===== src/rtl/srp_pkg.sv =====
package srp_pkg;

   typedef enum logic [2:0] {
      S_IDLE   = 3'd0,
      S_DPULSE = 3'd1,
      S_VPULSE = 3'd2,
      S_DISCH  = 3'd3,
      S_DETECT = 3'd4
   } srp_state_t;

   function automatic int max2(input int a, input int b);
      return (a > b) ? a : b;
   endfunction

endpackage


===== src/rtl/srp_tick.sv =====
module srp_tick #(
   parameter int DIV = 48000
) (
   input  logic clk,
   input  logic rst_n,
   input  logic restart,
   output logic tick
);

   generate
      if (DIV == 1) begin : g_direct
         assign tick = 1'b1;
      end else begin : g_count
         localparam int CW = $clog2(DIV);
         localparam logic [CW-1:0] LAST = CW'(DIV - 1);
         logic [CW-1:0] cnt;

         assign tick = (cnt == LAST);

         always_ff @(posedge clk or negedge rst_n) begin
            if (!rst_n)               cnt <= '0;
            else if (restart || tick) cnt <= '0;
            else                      cnt <= cnt + 1'b1;
         end

         // ticks are at least two cycles apart when the divider exceeds one
         assert_tick_spacing_R2: assert property (@(posedge clk) disable iff (!rst_n)
            tick |=> !tick);
      end
   endgenerate

endmodule


===== src/rtl/srp_ctrl.sv =====
module srp_ctrl
   import srp_pkg::*;
#(
   parameter int DP_MS    = 7,
   parameter int VP_MS    = 20,
   parameter int DIS_MS   = 30,
   parameter int DET_MS   = 100,
   parameter int LIMIT_MS = 100
) (
   input  logic clk,
   input  logic rst_n,
   input  logic otg_en,
   input  logic start,
   input  logic init_ok,
   input  logic disch_en,
   input  logic bsess_valid,
   input  logic vbus_irq,
   input  logic tick,
   output logic restart,
   output logic dp_on,
   output logic vp_on,
   output logic dis_on,
   output logic done_q,
   output logic ok_q,
   output logic fail_q
);

   localparam int PH_MAX = max2(max2(DP_MS, VP_MS), max2(DIS_MS, DET_MS));
   localparam int PW     = $clog2(PH_MAX + 1);
   localparam int TW     = $clog2(LIMIT_MS + 1);
   localparam logic [PW-1:0] DP_LAST  = PW'(DP_MS - 1);
   localparam logic [PW-1:0] VP_LAST  = PW'(VP_MS - 1);
   localparam logic [PW-1:0] DIS_LAST = PW'(DIS_MS - 1);
   localparam logic [PW-1:0] DET_LAST = PW'(DET_MS - 1);
   localparam logic [TW-1:0] LIM_LAST = TW'(LIMIT_MS - 1);

   srp_state_t    st, st_nx;
   logic [PW-1:0] ph_ms;
   logic [TW-1:0] tot_ms;
   logic          fin, fin_ok;
   logic          deadline;

   assign deadline = tick && (tot_ms == LIM_LAST);

   always_comb begin
      st_nx  = st;
      fin    = 1'b0;
      fin_ok = 1'b0;
      if (!otg_en) begin
         st_nx = S_IDLE;
      end else begin
         case (st)
            S_IDLE: begin
               if (start) begin
                  if (init_ok) st_nx = S_DPULSE;
                  else         fin   = 1'b1;
               end
            end
            S_DPULSE: begin
               if (tick && ph_ms == DP_LAST) begin
                  st_nx = S_VPULSE;
               end else if (deadline) begin
                  st_nx = S_IDLE;
                  fin   = 1'b1;
               end
            end
            S_VPULSE: begin
               if (tick && ph_ms == VP_LAST) begin
                  st_nx = disch_en ? S_DISCH : S_DETECT;
               end else if (deadline) begin
                  st_nx = S_IDLE;
                  fin   = 1'b1;
               end
            end
            S_DISCH: begin
               if (tick && ph_ms == DIS_LAST) st_nx = S_DETECT;
            end
            S_DETECT: begin
               if (bsess_valid) begin
                  st_nx  = S_IDLE;
                  fin    = 1'b1;
                  fin_ok = 1'b1;
               end else if (tick && ph_ms == DET_LAST) begin
                  st_nx = S_IDLE;
                  fin   = 1'b1;
               end
            end
            default: st_nx = S_IDLE;
         endcase
      end
   end

   assign restart = (st_nx != st) || (st == S_IDLE);

   always_ff @(posedge clk or negedge rst_n) begin
      if (!rst_n) begin
         st     <= S_IDLE;
         ph_ms  <= '0;
         tot_ms <= '0;
         done_q <= 1'b0;
         ok_q   <= 1'b0;
         fail_q <= 1'b0;
      end else begin
         st     <= st_nx;
         done_q <= fin;
         ok_q   <= fin_ok;
         fail_q <= fin && !fin_ok;
         if (restart)   ph_ms <= '0;
         else if (tick) ph_ms <= ph_ms + 1'b1;
         if (st == S_IDLE)
            tot_ms <= '0;
         else if (tick && (st == S_DPULSE || st == S_VPULSE))
            tot_ms <= tot_ms + 1'b1;
      end
   end

   assign dp_on  = otg_en && (st == S_DPULSE);
   assign vp_on  = otg_en && (st == S_VPULSE);
   assign dis_on = otg_en && (st == S_DISCH);

   assert_dp_needs_init_R1: assert property (@(posedge clk) disable iff (!rst_n)
      $rose(dp_on) |-> $past(start && init_ok));

   assert_vp_after_dp_R3: assert property (@(posedge clk) disable iff (!rst_n)
      $rose(vp_on) |-> $past(dp_on));

   assert_disch_after_vp_R5: assert property (@(posedge clk) disable iff (!rst_n)
      $rose(dis_on) |-> $past(vp_on));

   assert_ok_from_detect_R6: assert property (@(posedge clk) disable iff (!rst_n)
      ok_q |-> $past(st == S_DETECT && bsess_valid));

   assert_idle_on_result_R7: assert property (@(posedge clk) disable iff (!rst_n)
      done_q |-> (st == S_IDLE));

   assert_irq_no_cut_R8: assert property (@(posedge clk) disable iff (!rst_n)
      (otg_en && vbus_irq && !tick && st == S_DPULSE) |=> (st == S_DPULSE));

   assert_abort_idle_R9: assert property (@(posedge clk) disable iff (!rst_n)
      !otg_en |=> (st == S_IDLE));

endmodule


===== src/rtl/srp_sequencer.sv =====
module srp_sequencer #(
   parameter int CLK_HZ   = 48_000_000,
   parameter int DP_MS    = 7,
   parameter int VP_MS    = 20,
   parameter int DIS_MS   = 30,
   parameter int DET_MS   = 100,
   parameter int LIMIT_MS = 100
) (
   input  logic clk,
   input  logic rst_n,
   input  logic otg_en,
   input  logic start,
   input  logic init_ok,
   input  logic disch_en,
   input  logic bsess_valid,
   input  logic vbus_irq,
   output logic dp_pulse,
   output logic vbus_pulse,
   output logic vbus_disch,
   output logic done,
   output logic ok,
   output logic fail
);

   localparam int DIV = CLK_HZ / 1000;

   generate
      if (CLK_HZ < 1000 || (CLK_HZ % 1000) != 0) begin : g_bad_clk
         $error("CLK_HZ must be a whole multiple of 1000");
      end
      if (DP_MS < 5 || DP_MS > 10) begin : g_bad_dp
         $error("DP_MS must lie in 5..10");
      end
      if (VP_MS < 17 || VP_MS > 25) begin : g_bad_vp
         $error("VP_MS must lie in 17..25");
      end
      if (DIS_MS < 1 || DET_MS < 1) begin : g_bad_len
         $error("DIS_MS and DET_MS must be at least 1");
      end
      if (LIMIT_MS < 1 || LIMIT_MS > 100) begin : g_bad_lim
         $error("LIMIT_MS must lie in 1..100");
      end
   endgenerate

   logic tick, restart;
   logic done_q, ok_q, fail_q;

   srp_tick #(.DIV(DIV)) u_tick (
      .clk     (clk),
      .rst_n   (rst_n),
      .restart (restart),
      .tick    (tick)
   );

   srp_ctrl #(
      .DP_MS    (DP_MS),
      .VP_MS    (VP_MS),
      .DIS_MS   (DIS_MS),
      .DET_MS   (DET_MS),
      .LIMIT_MS (LIMIT_MS)
   ) u_ctrl (
      .clk         (clk),
      .rst_n       (rst_n),
      .otg_en      (otg_en),
      .start       (start),
      .init_ok     (init_ok),
      .disch_en    (disch_en),
      .bsess_valid (bsess_valid),
      .vbus_irq    (vbus_irq),
      .tick        (tick),
      .restart     (restart),
      .dp_on       (dp_pulse),
      .vp_on       (vbus_pulse),
      .dis_on      (vbus_disch),
      .done_q      (done_q),
      .ok_q        (ok_q),
      .fail_q      (fail_q)
   );

   assign done = done_q && otg_en;
   assign ok   = ok_q   && otg_en;
   assign fail = fail_q && otg_en;

   assert_flags_exclusive_R7: assert property (@(posedge clk) disable iff (!rst_n)
      done |-> (ok != fail));

   assert_mask_outputs_R9: assert property (@(posedge clk) disable iff (!rst_n)
      $fell(otg_en) |-> !(dp_pulse || vbus_pulse || vbus_disch || done));

endmodule


===== config.mk =====
export PLATFORM = sky130hd
export DESIGN_NAME = srp_sequencer
export DESIGN_NICKNAME = d
export VERILOG_FILES = /design/src/rtl/srp_pkg.sv /design/src/rtl/srp_tick.sv /design/src/rtl/srp_ctrl.sv /design/src/rtl/srp_sequencer.sv
export SDC_FILE = /design/constraint.sdc
export NUM_CORES = 1
export LEC_CHECK = 0
export BUFFER_PORTS_ARGS = -buffer_cell sky130_fd_sc_hd__buf_2
export CORE_ASPECT_RATIO = 0.7
export CORE_MARGIN = 1.5
export CORE_UTILIZATION = 50
export DETAILED_ROUTE_END_ITERATION = 10
export PLACE_DENSITY = 0.68
export SLEW_MARGIN = 20
export SYNTH_ARGS = -nofsm -noshare
export SYNTH_HDL_FRONTEND = slang
export SYNTH_HIERARCHICAL = 1
export SYNTH_SLANG_ARGS = --single-unit

===== constraint.sdc =====
create_clock -name clk -period 3.3 [get_ports clk]
set_input_delay 0.66 -clock clk [delete_from_list [all_inputs] [get_ports clk]]
set_output_delay 0.66 -clock clk [all_outputs]
set_load 0.01 [all_outputs]

==> flow_summary.yaml, run 1 <==
timing:
  fin_setup_tns_ps: 0
  finClkSkew_ps: 8.25
  slew_violations: 0
  hold_viol: 0
  worst_slack_ps: 170
  setup_violations: 0
  max_freq_mhz: 319
  worst_pin_slew_ps: 807
  min_period_over_period: 0.949
  max_slew_margin: 0.462
  rsz0062_at_grt: "false"
  period_minus_slack_ps: 3130
  hold-worst-slack_ps: 453
setup_path:
  arrival_ps: 3360
  slowest_stage: "dfrtp_1"
  critPathCaptureType: "register"
  ff2ff_path_depth: 13
  cp.required_ps: 3530
  worstSetupStartpointType: "register"
  r2r_slack_ps: 170
  timing.rr.end: "u_tick/g_count.cnt[15]"
  r2r_start: "u_tick/g_count.cnt[0]"
  critPathKind: "register to register"
  crit_fanout: 13
  crit_path_max_incr_delay_ps: 400
  crit_chain: "ha_1 -> nand3_2 -> nor3_2 -> and4_4 -> and4bb_2 -> and4_1 -> o21ai_0 -> buf_4 -> nand4_1 -> nand4_4 -> or2_1 -> a41o_4 -> nor2_1"
synthesis:
  synth_edf_count: 0
  synth_area_mm2: 0.00211
  synthArstFlopShare: 1.00
  syn_area_per_cell_um2: 10.0
  yosysSeqAreaShare: 0.426
  yosysUniqueCellTypes: 51
  yosysWarnings: 6
  synthFlopType: "dfrtp_1"
  synth_cells: 211
  synth_nets: 224
  ys_seq_elements: 36
global_route:
  grt_pass1_vias: 1527
  grt_max_degree: 37
  grtUsageTotal: 0.197
  grt_first_pass_wirelength_um: 6910
  antenna_found_initial: 0
  grt-ovfl-total: 0
layout:
  final_common_cell: "dfrtp_1"
  final_cell_mix: "dfrtp_1, nor2_1, xnor2_1"
  final_area_mm2: 0.00236
  syn_to_final_growth_pct: 11.8
  drive_gt1_frac: 0.236
  antennaDiodeCount: 0
  nets: 245
power:
  seqPwrFrac: 0.532
  p_leak_nw: 0.925
  combPwrFrac: 0.079
  p_switching_uw: 209
  power_uw: 844
  powerDensity_mw_per_mm2: 357
  peakVddDrop_mv: 0.278
  internal_power_uw: 635
  pwr-share-clk: 0.389
  p_sw_frac: 0.248
cts:
  cts_root_buf: "clkbuf_8"
  cts_tree: "yes"
  htree_levels: 2
  cts_max_path_buffers: 2
  cts_num_sinks: 36
  clock_latency_ps: 300
  postCtsHoldBufs: 0
  cts_setup_buffers: 0
  cts_buffers: 5
  clk_pin_slew_ps: 70
routing:
  vias: 1572
  first_pass_iters: 4
  drc_errors: 0
  via_per_inst: 5.52
  post_drt_wl_per_cell_um: 14.2
  drtIter0Drc: 77
  antenna_left: 0
  routed_wl_um: 4060
die:
  rows: 19
  core_mm2: 0.00399
  die_area_mm2: 0.00463
  io_pins: 14
  die_y_um: 57.4
  die-width_um: 80.7
  start_util: 0.529
status:
  status: "complete, no violations"
placed_design:
  dpl_cell_area_mm2: 0.00225
  finalWeightedCongestion: 0.887
  dp_worst_setup_slack_ps: 27.5
  hpwl_um: 2860
  placement.io_buffers: 12
hold_path:
  hold_path_class: "primary input to async pin"
job:
  cap_violations: 0
==> cell type report <==
class | instances | area (um^2)
Fill cell | 362 | 1630
Multi-Input combinational cell | 162 | 1160
Sequential cell | 36 | 901
Timing Repair Buffer | 19 | 113
Clock buffer | 6 | 82.6
Tap cell | 52 | 65.1
Inverter | 8 | 30.0
Clock inverter | 2 | 10.0
==> power by group through the flow <==
stage          Sequential [mW]  Clock (mW)  Combinational [mW]
2_1_floorplan            0.455           0              0.0413
3_3_place_gp             0.458           0              0.0661
3_5_place_dp             0.458           0              0.0668
4_1_cts                  0.449       0.340              0.0673
5_1_grt                  0.450       0.359              0.0743
6_report                 0.449       0.328              0.0669
==> cell usage after synthesis, types with 4 or more instances <==
cell / count / area share
dfrtp_1: 36 / 0.43
nor2_1: 23 / 0.041
xnor2_1: 16 / 0.066
nand2_1: 14 / 0.025
nor3_1: 12 / 0.028
nor2_2: 10 / 0.030
nand3_1: 9 / 0.021
nand4_1: 9 / 0.027
xor2_1: 9 / 0.037
inv_1: 8 / 0.014
and2_1: 5 / 0.015
ha_1: 5 / 0.030
a21oi_1: 4 / 0.0095
nor3b_1: 4 / 0.014
o21ai_0: 4 / 0.0095
==> worst max-delay path by stage <==
| stage | start | endpoint | depth (start not counted) |
|---|---|---|---|
| 3_5_place_dp | u_tick/g_count.cnt[0] | u_tick/g_count.cnt[15] | 13 |
| 3_3_place_gp | u_tick/g_count.cnt[0] | u_tick/g_count.cnt[5] | 13 |
| 6_report | u_tick/g_count.cnt[0] | u_tick/g_count.cnt[15] | 13 |
| 2_1_floorplan | u_tick/g_count.cnt[0] | u_tick/g_count.cnt[14] | 14 |
| 4_1_cts | u_tick/g_count.cnt[0] | u_tick/g_count.cnt[3] | 13 |
| 5_1_grt | u_tick/g_count.cnt[0] | u_tick/g_count.cnt[15] | 13 |
==> logic make-up (layout without fill, tap and decap cells) <==
family | after synthesis | count (layout) | share of synthesized area
DFF | 36 | 36 | 0.426
xor gates and xnor gates | 25 | 25 | 0.104
AOI/OAI and AO/OA | 21 | 21 | 0.0847
buffers and inverters | 13 | 35 | 0.0326
muxes | 1 | 1 | 0.00474
and+or+nand+nor | 110 | 110 | 0.319
adders and majority gates | 5 | 5 | 0.0296
==> flip-flops by register name, indices dropped and copies added (netlist names) <==
register	cells
u_ctrl/st	3
u_ctrl/ok_q	1
u_tick/g_count.cnt	16
u_ctrl/tot_ms	7
u_ctrl/done_q	1
u_ctrl/ph_ms	7
u_ctrl/fail_q	1
==> routing by layer <==
| layer | part of all wire | GRT usage | vias up |
|---|---|---|---|
| met5 | 0 | 0 | - |
| met4 | 0.0079 | 0.0616 | 0 |
| met3 | 0.034 | 0.0624 | 4 |
| met2 | 0.42 | 0.299 | 20 |
| met1 | 0.54 | 0.270 | 759 |
| li1 | - | - | 789 |
==> metrics by stage <==
| stage | utilization | cells |
|---|---|---|
| after floorplan | - | 211 |
| after global placement | 0.564 | 277 |
| after detailed placement | 0.564 | 277 |
| after CTS | 0.587 | 285 |
| after global routing | 0.591 | 285 |
| final | 0.591 | 285 |
==> worst max-delay path, delay by kind of cell (launching register included) <==
kind	cells	cell delay (ps)
AOI/OAI and AO/OA	2	450
adders and majority gates	1	230
buffers and inverters	1	180
DFF	1	400
and+or+nand+nor	9	1800
==> repair_timing <==
item | in CTS | in global routing
gates resized for setup | 0 | 4
hold endpoints to repair | 0 | 0
setup endpoints to repair | 0 | 13
Note: power is estimated with default switching activity, not from simulation.
==> run 2: changes to the inputs <==
Settings changed: CORE_MARGIN 1.5 to 10, PLACE_DENSITY 0.68 to 0.7.
==> run 2 against run 1 <==
Effect of this change: critical path depth is 1 lower; final cell count fell by 0.35%; largest cell class unchanged; hold slack gained 6.1 ps; routed wire length up 3.6%; final area fell by 0.32%; via count is essentially flat; clock power decreased by 4%; utilization shrank 0.19 points; fmax is 0.10% higher; clock skew fell by 5.1 ps.
==> flow_summary.yaml, run 2 (synthesized netlist as in run 1, its figures left out) <==
status:
  status: "complete, no violations"
layout:
  drive_gt1_frac: 0.228
  final_cell_mix: "dfrtp_1, nor2_1, xnor2_1"
  antennaDiodeCount: 0
  largest_reg_flops: 16
  syn_to_final_growth_pct: 11.4
  regMostFlops: "u_tick/g_count.cnt"
  largestRegisters: "u_tick/g_count.cnt (16), u_ctrl/ph_ms (7), u_ctrl/tot_ms (7)"
  nets: 244
  final_common_cell: "dfrtp_1"
  final_area_mm2: 0.00235
power:
  p_leak_nw: 0.913
  powerDensity_mw_per_mm2: 352
  p_sw_frac: 0.232
  seqPwrFrac: 0.542
  p_switching_uw: 192
  combPwrFrac: 0.079
  power_uw: 830
  internal_power_uw: 638
  peakVddDrop_mv: 0.250
  pwr-share-clk: 0.379
die:
  core_mm2: 0.00399
  rows: 19
  die-width_um: 97.7
  io_pins: 14
  start_util: 0.529
  die_y_um: 74.4
  die_area_mm2: 0.00727
setup_path:
  timing.rr.end: "u_tick/g_count.cnt[5]"
  crit_chain: "ha_2 -> nand3_2 -> nor3_2 -> and4_4 -> nand4bb_1 -> or3_4 -> a32oi_2 -> a21o_2 -> nand4_4 -> or2_1 -> a41o_4 -> nor2_1"
  critPathKind: "register to register"
  slowest_stage: "dfrtp_1"
  crit_fanout: 13
  crit_path_max_incr_delay_ps: 410
  ff2ff_path_depth: 12
  arrival_ps: 3340
  worstSetupStartpointType: "register"
  r2r_slack_ps: 170
  r2r_start: "u_tick/g_count.cnt[0]"
  cp.required_ps: 3510
  critPathCaptureType: "register"
timing:
  max_slew_margin: 0.471
  fin_setup_tns_ps: 0
  hold_viol: 0
  period_minus_slack_ps: 3130
  min_period_over_period: 0.948
  worst_pin_slew_ps: 794
  hold-worst-slack_ps: 459
  slew_violations: 0
  max_freq_mhz: 320
  setup_violations: 0
  finClkSkew_ps: 3.14
routing:
  vias: 1573
  drtIter0Drc: 65
  via_per_inst: 5.54
  drc_errors: 0
  first_pass_iters: 4
  antenna_left: 0
  post_drt_wl_per_cell_um: 14.8
  routed_wl_um: 4200
cts:
  cts_setup_buffers: 0
  cts_max_path_buffers: 2
  cts_tree: "yes"
  clock_latency_ps: 280
  cts_buffers: 5
  postCtsHoldBufs: 0
  cts_num_sinks: 36
  clk_pin_slew_ps: 70
  cts_root_buf: "clkbuf_8"
  htree_levels: 2
placed_design:
  finalWeightedCongestion: 0.807
  placement.io_buffers: 12
  hpwl_um: 3000
  dpl_cell_area_mm2: 0.00224
hold_path:
  hold_path_class: "primary input to async pin"
global_route:
  grt_max_degree: 37
  grt-ovfl-total: 0
  grt_pass1_vias: 1623
  antenna_found_initial: 0
  grtUsageTotal: 0.122
  grt_first_pass_wirelength_um: 7420
job:
  cap_violations: 0
## run 2: worst max path at each step
stage | start | endpoint | slack, ps | cells after the start
after global routing | u_tick/g_count.cnt[0] | u_tick/g_count.cnt[10] | -20 | 13
after detailed placement | u_tick/g_count.cnt[0] | u_tick/g_count.cnt[5] | 60 | 12
after global placement | u_tick/g_count.cnt[0] | u_tick/g_count.cnt[3] | 110 | 13
after floorplan | u_tick/g_count.cnt[0] | u_tick/g_count.cnt[14] | 50 | 14
after CTS | u_tick/g_count.cnt[0] | u_tick/g_count.cnt[3] | 20 | 13
final | u_tick/g_count.cnt[0] | u_tick/g_count.cnt[5] | 170 | 12
## run 2: repair_timing
action,CTS,global route
endpoints found under the setup margin,0,13
gates resized for setup,0,5
endpoints found under the hold margin,0,0
## run 2: area by class of cell
cell class | count | area, um^2
Inverter | 8 | 30.0
Timing Repair Buffer | 18 | 105
Multi-Input combinational cell | 162 | 1160
Clock buffer | 8 | 90.1
Sequential cell | 36 | 901
Fill cell | 358 | 1640
Tap cell | 52 | 65.1
## run 2: power by group through the flow
stage | logic [mW] | registers [mW] | clock network (mW)
2_1_floorplan | 0.0413 | 0.455 | 0
3_5_place_dp | 0.0654 | 0.458 | 0
6_report | 0.0655 | 0.450 | 0.315
5_1_grt | 0.0727 | 0.450 | 0.345
4_1_cts | 0.0658 | 0.449 | 0.327
3_3_place_gp | 0.0646 | 0.458 | 0
## run 2: through the flow
step | setup slack [ps] | utilization | cells
floorplan | 46.0 | - | 211
global placement | 109 | 0.562 | 276
detailed placement | 55.9 | 0.562 | 276
CTS | 17.6 | 0.585 | 284
global route | -18.0 | 0.590 | 284
finish | 173 | 0.590 | 284
## run 2: critical path: cells and delay by family (launching register included)
family	cells	cell delay, ps
and+or+nand+nor	8	1620
AOI/OAI and AO/OA	3	800
DFF	1	410
adders and majority gates	1	230
## run 2: routing by layer
metal | share of wire | track usage | vias up
met1 | 0.50 | 0.155 | 747
met5 | 0 | 0 | -
met4 | 0.012 | 0.0402 | 0
met3 | 0.047 | 0.0370 | 7
met2 | 0.44 | 0.197 | 33
li1 | - | - | 786
==> run 3: changes to the inputs <==
Settings changed: MAX_ROUTING_LAYER set to met4, TNS_END_PERCENT set to 30.
==> run 3 against run 2 <==
Effect of this change: worst setup slack worse by 2.1 ps; sequential power hardly changed; utilization stayed put; die area stayed put; sequential share of layout area stayed put; non-clock buffer count stayed put; critical path depth stayed put; hold slack better by 0.71 ps; clock skew hardly changed; sequential cell count stayed put; fmax hardly changed; clock-buffer cell count stayed put; critical endpoint unchanged; largest power group unchanged; highest routed layer unchanged.
==> flow_summary.yaml, run 3 (synthesized netlist as in run 1, its figures left out) <==
layout:
  largest_reg_flops: 16
  drive_gt1_frac: 0.228
  final_cell_mix: "dfrtp_1, nor2_1, xnor2_1"
  regMostFlops: "u_tick/g_count.cnt"
  syn_to_final_growth_pct: 11.4
  final_area_mm2: 0.00235
  final_common_cell: "dfrtp_1"
  final_cells: 284
  antennaDiodeCount: 0
  post-route-util: 0.590
  fill_cells: 358
  largestRegisters: "u_tick/g_count.cnt (16), u_ctrl/ph_ms (7), u_ctrl/tot_ms (7)"
  nets: 244
placed_design:
  hpwl_um: 3000
  post-place-cells: 276
  finalWeightedCongestion: 0.819
  placement.io_buffers: 12
  dpl_cell_area_mm2: 0.00224
cts:
  htree_levels: 2
  cts_buffers: 5
  cts_num_sinks: 36
  clock_latency_ps: 280
  cts_max_path_buffers: 2
  postCtsHoldBufs: 0
  cts_root_buf: "clkbuf_8"
  cts_tree: "yes"
  clk_pin_slew_ps: 70
routing:
  vias: 1583
  antenna_left: 0
  routed_wl_um: 4220
  via_per_inst: 5.57
  drtIter0Drc: 69
  drc_errors: 0
  post_drt_wl_per_cell_um: 14.9
  first_pass_iters: 4
die:
  start_util: 0.529
  die-width_um: 97.7
  die_y_um: 74.4
  core_mm2: 0.00399
  die_area_mm2: 0.00727
  rows: 19
  io_pins: 14
timing:
  slew_violations: 0
  max_slew_margin: 0.469
  fin_setup_tns_ps: 0
  period_minus_slack_ps: 3130
  hold_viol: 0
  setup_violations: 0
  max_freq_mhz: 320
  finClkSkew_ps: 3.56
  worst_pin_slew_ps: 796
  min_period_over_period: 0.948
  hold-worst-slack_ps: 460
setup_path:
  critPathKind: "register to register"
  arrival_ps: 3340
  crit_fanout: 13
  cp.required_ps: 3510
  worstSetupStartpointType: "register"
  critPathCaptureType: "register"
global_route:
  grt_first_pass_wirelength_um: 7450
  grtUsageTotal: 0.126
  grt-ovfl-total: 0
  grt_max_degree: 37
  antenna_found_initial: 0
  grt_pass1_vias: 1621
status:
  status: "complete, no violations"
hold_path:
  hold_path_class: "primary input to async pin"
power:
  peakVddDrop_mv: 0.251
  powerDensity_mw_per_mm2: 352
  p_leak_nw: 0.913
job:
  cap_violations: 0
==> run 3: path summary, 6_finish.rpt <==
path | start | slack (ps) | to | cells past startpoint
worst max-delay path | u_tick/g_count.cnt[0] | 170 | u_tick/g_count.cnt[5] | 12
worst min-delay path | rst_n | 460 | u_ctrl/done_q | 1
worst max register to register | u_tick/g_count.cnt[0] | 170 | u_tick/g_count.cnt[5] | 12
worst min register to register | u_tick/g_count.cnt[0] | 510 | u_tick/g_count.cnt[0] | 1
max in group asynchronous | rst_n | 2330 | u_tick/g_count.cnt[9] | 1
min in group clk | u_tick/g_count.cnt[0] | 510 | u_tick/g_count.cnt[0] | 1
==> run 3: final cells by class <==
cell class,instances,area [um^2],share of cell area
multi-input cells,162,1160,0.494
flip-flops and latches,36,901,0.383
repair buffers,18,105,0.0446
clock buffers,8,90.1,0.0383
well taps,52,65.1,0.0276
inverters,8,30.0,0.0128
==> run 3: stage by stage <==
| stage | worst slack, ps | total power [mW] |
|---|---|---|
| floorplan | 46.0 | 0.496 |
| global placement | 109 | 0.522 |
| detailed placement | 55.9 | 0.523 |
| CTS | 17.6 | 0.842 |
| global route | -17.8 | 0.867 |
| finish | 171 | 0.830 |
==> run 3: routing by layer <==
metal,global-route usage,vias up,wire length [um]
met4,0.0402,0,44
li1,-,788,-
met5,-,-,0
met2,0.197,24,1880
met1,0.155,766,2120
met3,0.0370,5,184
==> run 3: repair_timing <==
action / in CTS / in global routing
setup buffers: 0 / 0
resized for setup: 0 / 5
setup endpoints to repair: 0 / 13
==> run 3: power by group <==
group	internal (mW)	switching (mW)
Combinational	0.0231	0.0427
Clock	0.170	0.144
Sequential	0.445	0.00508
Total	0.638	0.192
==> run 3: critical path: stages (launching register included) <==
cell	delay, ps
dfrtp_1	410
ha_2	230
nand3_2	100
nor3_2	270
and4_4	300
nand4bb_1	100
or3_4	360
a32oi_2	270
a21o_2	180
nand4_4	80
or2_1	280
a41o_4	350
nor2_1	130
